### src/rtl/ccd_pkg.sv
package ccd_pkg;

    // rail pair layout: bit 1 = zero-rail, bit 0 = one-rail
    localparam logic [1:0] RAIL_UNK  = 2'b00;
    localparam logic [1:0] RAIL_ONE  = 2'b01;
    localparam logic [1:0] RAIL_ZERO = 2'b10;

    typedef enum logic [1:0] {
        ST_IDLE = 2'd0,
        ST_RUN  = 2'd1,
        ST_DONE = 2'd2
    } ctl_state_e;

endpackage

### src/rtl/ccd_rail_cell.sv
module ccd_rail_cell (
    input  logic       x_bit,
    input  logic       y_bit,
    input  logic [1:0] rail_lo,
    output logic [1:0] rail_hi
);

    logic prop;
    logic gen;
    logic kill;

    always_comb begin
        prop       = x_bit ^ y_bit;
        gen        = x_bit & y_bit;
        kill       = ~x_bit & ~y_bit;
        rail_hi[0] = gen  | (prop & rail_lo[0]);
        rail_hi[1] = kill | (prop & rail_lo[1]);
    end

endmodule

### src/rtl/ccd_rail_chain.sv
module ccd_rail_chain
    import ccd_pkg::*;
#(
    parameter int WIDTH = 16
) (
    input  logic             clk,
    input  logic             rst_n,
    input  logic             load,
    input  logic             step,
    input  logic [WIDTH-1:0] x_in,
    input  logic [WIDTH-1:0] y_in,
    input  logic             cin_in,
    output logic             all_known_nxt,
    output logic [WIDTH-1:0] sum_nxt,
    output logic             cout_nxt
);

    localparam int NPOS = WIDTH + 1;

    logic [WIDTH-1:0] x_q;
    logic [WIDTH-1:0] y_q;
    logic [1:0]       rail_q   [NPOS];
    logic [1:0]       rail_nxt [NPOS];
    logic [NPOS-1:0]  known_vec;

    assign rail_nxt[0] = rail_q[0];

    for (genvar i = 0; i < WIDTH; i++) begin : g_cell
        ccd_rail_cell u_cell (
            .x_bit   (x_q[i]),
            .y_bit   (y_q[i]),
            .rail_lo (rail_q[i]),
            .rail_hi (rail_nxt[i+1])
        );
        assign sum_nxt[i] = x_q[i] ^ y_q[i] ^ rail_nxt[i][0];
    end

    for (genvar j = 0; j < NPOS; j++) begin : g_known
        assign known_vec[j] = rail_nxt[j][0] | rail_nxt[j][1];
    end

    assign all_known_nxt = &known_vec;
    assign cout_nxt      = rail_nxt[WIDTH][0];

    always_ff @(posedge clk or negedge rst_n) begin
        if (!rst_n) begin
            x_q <= '0;
            y_q <= '0;
            for (int p = 0; p < NPOS; p++) rail_q[p] <= RAIL_UNK;
        end else if (load) begin
            x_q       <= x_in;
            y_q       <= y_in;
            rail_q[0] <= cin_in ? RAIL_ONE : RAIL_ZERO;
            for (int p = 1; p < NPOS; p++) rail_q[p] <= RAIL_UNK;
        end else if (step) begin
            for (int p = 1; p < NPOS; p++) rail_q[p] <= rail_nxt[p];
        end
    end

    // bottom pair follows the captured carry-in
    a_r2_bottom_rail: assert property (@(posedge clk) disable iff (!rst_n)
        load |=> rail_q[0] == ($past(cin_in) ? RAIL_ONE : RAIL_ZERO));

    for (genvar k = 0; k < NPOS; k++) begin : g_chk
        // the illegal code never appears
        a_r1_rail_legal: assert property (@(posedge clk) disable iff (!rst_n)
            rail_q[k] != 2'b11);
        // a resolved carry never changes until the next load
        a_r3_rail_sticky: assert property (@(posedge clk) disable iff (!rst_n)
            (!load && rail_q[k] != RAIL_UNK) |=> rail_q[k] == $past(rail_q[k]));
        if (k > 0) begin : g_upper
            // upper pairs start unknown
            a_r2_upper_cleared: assert property (@(posedge clk) disable iff (!rst_n)
                load |=> rail_q[k] == RAIL_UNK);
        end
    end

endmodule

### src/rtl/ccd_ctrl.sv
module ccd_ctrl
    import ccd_pkg::*;
#(
    parameter int WIDTH = 16,
    parameter int CNT_W = $clog2(WIDTH + 1)
) (
    input  logic             clk,
    input  logic             rst_n,
    input  logic             start,
    input  logic             all_known_nxt,
    input  logic [WIDTH-1:0] sum_nxt,
    input  logic             cout_nxt,
    output logic             step,
    output logic             done_o,
    output logic [WIDTH-1:0] sum_o,
    output logic             cout_o,
    output logic [CNT_W-1:0] cycles_o
);

    ctl_state_e       state_q;
    ctl_state_e       state_d;
    logic [CNT_W-1:0] cnt_q;
    logic             finish;

    always_comb begin
        state_d = state_q;
        unique case (state_q)
            ST_IDLE: if (start) state_d = ST_RUN;
            ST_RUN: begin
                if (start)              state_d = ST_RUN;
                else if (all_known_nxt) state_d = ST_DONE;
                else                    state_d = ST_RUN;
            end
            ST_DONE: if (start) state_d = ST_RUN;
            default: state_d = ST_IDLE;
        endcase
    end

    assign step   = (state_q == ST_RUN) && !start;
    assign finish = step && all_known_nxt;

    always_ff @(posedge clk or negedge rst_n) begin
        if (!rst_n) state_q <= ST_IDLE;
        else        state_q <= state_d;
    end

    always_ff @(posedge clk or negedge rst_n) begin
        if (!rst_n) begin
            done_o   <= 1'b0;
            sum_o    <= '0;
            cout_o   <= 1'b0;
            cycles_o <= '0;
            cnt_q    <= '0;
        end else if (start) begin
            done_o   <= 1'b0;
            sum_o    <= '0;
            cout_o   <= 1'b0;
            cycles_o <= '0;
            cnt_q    <= '0;
        end else begin
            if (step) cnt_q <= cnt_q + CNT_W'(1);
            if (finish) begin
                done_o   <= 1'b1;
                sum_o    <= sum_nxt;
                cout_o   <= cout_nxt;
                cycles_o <= cnt_q + CNT_W'(1);
            end
        end
    end

    a_r6_quiet_while_busy: assert property (@(posedge clk) disable iff (!rst_n)
        !done_o |-> (sum_o == '0 && !cout_o && cycles_o == '0));
    a_r2_start_drops_done: assert property (@(posedge clk) disable iff (!rst_n)
        start |=> !done_o);
    a_r4_cycles_range: assert property (@(posedge clk) disable iff (!rst_n)
        done_o |-> (cycles_o >= CNT_W'(1) && cycles_o <= CNT_W'(WIDTH)));
    a_r8_hold_result: assert property (@(posedge clk) disable iff (!rst_n)
        (done_o && !start) |=> (done_o && $stable(sum_o) && $stable(cout_o) && $stable(cycles_o)));
    a_r4_done_from_run: assert property (@(posedge clk) disable iff (!rst_n)
        $rose(done_o) |-> $past(state_q) == ST_RUN);

endmodule

### src/rtl/ccd_adder.sv
module ccd_adder #(
    parameter int WIDTH = 16,
    localparam int CNT_W = $clog2(WIDTH + 1)
) (
    input  logic             clk,
    input  logic             rst_n,
    input  logic             start_i,
    input  logic [WIDTH-1:0] x_i,
    input  logic [WIDTH-1:0] y_i,
    input  logic             cin_i,
    output logic             done_o,
    output logic [WIDTH-1:0] sum_o,
    output logic             cout_o,
    output logic [CNT_W-1:0] cycles_o
);

    logic             step;
    logic             all_known_nxt;
    logic [WIDTH-1:0] sum_nxt;
    logic             cout_nxt;

    ccd_rail_chain #(.WIDTH(WIDTH)) u_chain (
        .clk           (clk),
        .rst_n         (rst_n),
        .load          (start_i),
        .step          (step),
        .x_in          (x_i),
        .y_in          (y_i),
        .cin_in        (cin_i),
        .all_known_nxt (all_known_nxt),
        .sum_nxt       (sum_nxt),
        .cout_nxt      (cout_nxt)
    );

    ccd_ctrl #(.WIDTH(WIDTH), .CNT_W(CNT_W)) u_ctrl (
        .clk           (clk),
        .rst_n         (rst_n),
        .start         (start_i),
        .all_known_nxt (all_known_nxt),
        .sum_nxt       (sum_nxt),
        .cout_nxt      (cout_nxt),
        .step          (step),
        .done_o        (done_o),
        .sum_o         (sum_o),
        .cout_o        (cout_o),
        .cycles_o      (cycles_o)
    );

endmodule

### config.mk
export PLATFORM = sky130hd
export DESIGN_NAME = ccd_adder
export DESIGN_NICKNAME = d
export VERILOG_FILES = /design/src/rtl/ccd_pkg.sv /design/src/rtl/ccd_rail_cell.sv /design/src/rtl/ccd_rail_chain.sv /design/src/rtl/ccd_ctrl.sv /design/src/rtl/ccd_adder.sv
export SDC_FILE = /design/constraint.sdc
export NUM_CORES = 1
export LEC_CHECK = 0
export BUFFER_PORTS_ARGS = -buffer_cell sky130_fd_sc_hd__buf_2
export CAP_MARGIN = 20
export CORE_AREA = 3 3 122 124
export CTS_CLUSTER_DIAMETER = 120
export DETAILED_ROUTE_END_ITERATION = 7
export DIE_AREA = 0 0 125 127
export GPL_TIMING_DRIVEN = 0
export RECOVER_POWER = 100
export SETUP_SLACK_MARGIN = 0.2
export SLEW_MARGIN = 20
export SYNTH_ARGS = -nofsm -noshare
export SYNTH_HDL_FRONTEND = slang
export SYNTH_SLANG_ARGS = --single-unit
### constraint.sdc
create_clock -name clk -period 3.75 [get_ports clk]
set_clock_uncertainty 0.2 [all_clocks]
set_input_delay 0.1875 -clock clk [delete_from_list [all_inputs] [get_ports clk]]
set_output_delay 0.1875 -clock clk [all_outputs]
set_load 0.05 [all_outputs]
==> reports/metrics.csv <==
stage;metric;value;unit
logic_synthesis;post-synthesis sequential area ratio;49.87;%
cts;Clk pin slew, worst setup/hold paths;0.07;ns
timing;Setup TNS;0;ns
final_layout;Final Cell Area;0.005864;mm²
timing;Max-slew headroom;17.03;%
floorplanning;Initial Util;33.98;%
timing;fin. max-slew vios;0;
pwr;leakage;2.729;nW
grt;initial antenna violation count;0;
pwr;P per Cell Area;443.9;mW/mm²
floorplanning;DIE AREA;0.01588;mm²
cts;htree depth;3;
logic_synthesis;Avg Cell Area, Syn;9.646;µm²
final_layout;area grow syn2layout;24.32;%
worst_setup_path;CP Launch Type;flop;
detailed_routing;DR vias;3860;
worst_setup_path;R2R Setup Slk;0.69;ns
cts;TritonCTS clock tree;built;
logic_synthesis;synth unique cells;33;
cts;Post-CTS Setup Inserts;0;
worst_setup_path;RR Startpoint;u_chain.y_q[10];
grt;busiest grt layer;met2;
final_layout;# nets final;661;
worst_hold_path;Hold Crit Class;in2async;
floorplanning;IO Count;59;
worst_setup_path;CP max FO;10;
placed_design;DP Area;0.005261;mm²
logic_synthesis;flops & latches, synth;94;
detailed_routing;DRC viols;0;
detailed_routing;post-route ant nets;0;
grt;GRT met2 Usage;27.84;%
final_layout;register area;0.002352;mm²
final_layout;layout cells sized above 1;9.396;%
logic_synthesis;Post-Syn Nets;558;
timing;Final Hold Fails;0;
detailed_routing;Pre-antenna DRT Iters;4;
grt;met3 Use GR;2.383;%
floorplanning;Die Ht;127;µm
worst_setup_path;R2R cell count;9;
logic_synthesis;Cells after Synth;489;
grt;Total GRT Usage;16.86;%
timing;Worst Tran Pin Value;1.244;ns
pwr;Worst VDD drop;0.2099;mV
grt;vias in the first global route;4059;
cts;total CTS buffers;9;
logic_synthesis;cell area after synthesis;0.004717;mm²
placed_design;post-DP HPWL;9.041;mm
timing;final worst path period share;81.70;%
timing;setup violators final;0;
timing;Hold Slack;0.1337;ns
floorplanning;DIE WIDTH;125;µm
cts;clock root cell;clkbuf_16;
final_layout;multi-input gate area in the final layout;0.002120;mm²
worst_setup_path;crit end category;flop;
grt;largest net degree at the start of global routing;50;
floorplanning;core area;0.01388;mm²
final_layout;Core Util, Final;42.25;%
placed_design;I/O Buffers;57;
worst_setup_path;Reg-to-Reg End;u_ctrl.sum_o[8];
floorplanning;Site Rows;43;
placed_design;gp weighted congestion;0.8950;
cts;clk sinks;94;
grt;global-route wire length before repair;21.15;mm
detailed_routing;DR iter-0 viols;278;
worst_setup_path;crit path DAT;3.12;ns
detailed_routing;mean routed wirelength per cell;16.68;µm
pwr;Tot Pwr;0.002603;W
worst_setup_path;worst setup path category;reg2reg;
timing;Final min period;3.064;ns
timing;Max Fclk;326.4;MHz
run_status;status;finished clean;
logic_synthesis;synth warn;0;
final_layout;Filler cells;1409;
timing;RSZ-0062 raised after global routing;no;
final_layout;diode count;0;
detailed_routing;Post-Route WL;12.95;mm
worst_setup_path;required time worst endpoint;3.81;ns
cts;Max Root-Sink Buffers;2;
run;Max Cap Violations;0;
grt;M1 GR Usage;22.70;%
grt;GR Overflow Total;0;
detailed_routing;via/cell ratio;4.974;
cts;Clock Latency Late Sink;0.35;ns
what timing repair did:
action                                 in CTS  in global routing
endpoints found under the hold margin     128                  0
hold buffers                               34                  0
gates resized for setup                     0                  0
worst max-delay path, cell delays in order, from the launching register on:
cell	delay, ns
dfrtp_1	0.37
inv_1	0.06
ha_1	0.34
o21ai_0	0.17
a222oi_1	0.38
nand3_1	0.15
nor4_1	0.19
clkbuf_1	0.62
buf_6	0.28
mux2i_1	0.22
cell usage after synthesis:
cell type / instances / area (µm²)
o21ai_0: 60 / 300.3
nor4_1: 3 / 18.77
buf_2: 1 / 5.000
a22oi_1: 11 / 82.58
nor2b_1: 4 / 25.02
nand3_1: 3 / 15.01
or3_1: 1 / 6.260
mux2_4: 3 / 45.04
clkbuf_1: 20 / 75.07
a21oi_1: 47 / 235.2
buf_4: 1 / 7.510
ha_1: 32 / 400.4
nand2_1: 63 / 236.5
nand4_1: 3 / 18.77
inv_1: 32 / 120.1
dfrtp_1: 94 / 2352
a31o_2: 2 / 17.52
buf_6: 2 / 22.52
and2b_2: 1 / 8.760
clkinv_1: 1 / 3.750
xor2_1: 18 / 157.7
a211oi_1: 14 / 105.1
nand2b_1: 1 / 6.260
xnor2_1: 4 / 35.03
o22ai_1: 3 / 18.77
nor3_1: 1 / 5.000
nor2_1: 41 / 153.9
a21o_1: 1 / 7.510
o21ai_2: 1 / 8.760
mux2i_1: 16 / 160.2
a222oi_1: 2 / 20.02
mux2_2: 2 / 22.52
fa_1: 1 / 20.02
layout by cell type (no fill, tap or decap), drive strengths merged, types with 32 or more instances in the layout:
cell type | Yosys | routed
buf | 4 | 35
dlygate4sd3 | 0 | 34
o21ai | 61 | 61
a21oi | 47 | 47
dfrtp | 94 | 94
nor2 | 41 | 41
inv | 32 | 32
ha | 32 | 32
nand2 | 63 | 63
clkbuf | 20 | 58
metal layers:
layer	vias up	wire, µm	part of all wire [%]
met4	0	249	1.9
met2	70	6181	48
met5	-	0	0
met3	18	383	3.0
li1	1881	-	-
met1	1891	6131	47
flip-flops by register name (all words and copies together) (netlist names):
| register | cells |
|---|---|
| u_chain.y_q | 16 |
| u_chain.rail_q | 30 |
| u_ctrl.state_q | 2 |
| u_ctrl.sum_o | 16 |
| u_ctrl.cout_o | 1 |
| u_ctrl.done_o | 1 |
| u_chain.x_q | 16 |
| u_chain.rail_nxt | 2 |
| u_ctrl.cnt_q | 5 |
| u_ctrl.cycles_o | 5 |
cell families after synthesis:
kind of cell               after synthesis  share of synthesized area (%)
DFF                                     94                          49.87
xor gates and xnor gates                22                          4.085
and+or+nand+nor                        121                          10.48
buffers and inverters                   57                          4.960
adders and majority gates               33                          8.912
muxes                                   21                          4.827
AOI/OAI and AO/OA                      141                          16.87
report_power, final:
group          total, W  internal (W)  leakage, nW  switching (W)
clock           0.00106      0.000666        0.166       0.000392
combinational  0.000424      0.000168         1.34       0.000255
sequential      0.00112       0.00108         1.22      0.0000441
cell type report:
class                      count  share of cell area, %
sequential                    94                  40.11
multi-input combinational    338                  36.14
timing repair buffer          92                  10.37
clock buffer                  11                  4.139
tap                          180                  3.840
inverter                      33                  2.112
buffer                        24                  1.664
clock inverter                 4                  1.622
per-stage QoR:
step	worst slack [ns]	std cells
global placement	1.191	726
detailed placement	1.126	727
global route	0.4984	776
floorplan	1.424	489
CTS	1.062	776
finish	0.6862	776
worst max path at each step:
stage	to	depth (start not counted)	from	slack (ns)
floorplan	u_ctrl.cycles_o[0]	8	u_chain.x_q[12]	1.42
global placement	u_ctrl.sum_o[8]	9	u_chain.x_q[10]	1.19
finish	u_ctrl.sum_o[8]	9	u_chain.y_q[10]	0.69
global route	u_ctrl.sum_o[8]	9	u_chain.y_q[10]	0.50
detailed placement	u_ctrl.sum_o[8]	9	u_chain.x_q[10]	1.13
CTS	u_ctrl.sum_o[8]	9	u_chain.y_q[10]	1.06
(Power assumes the default switching activity.)
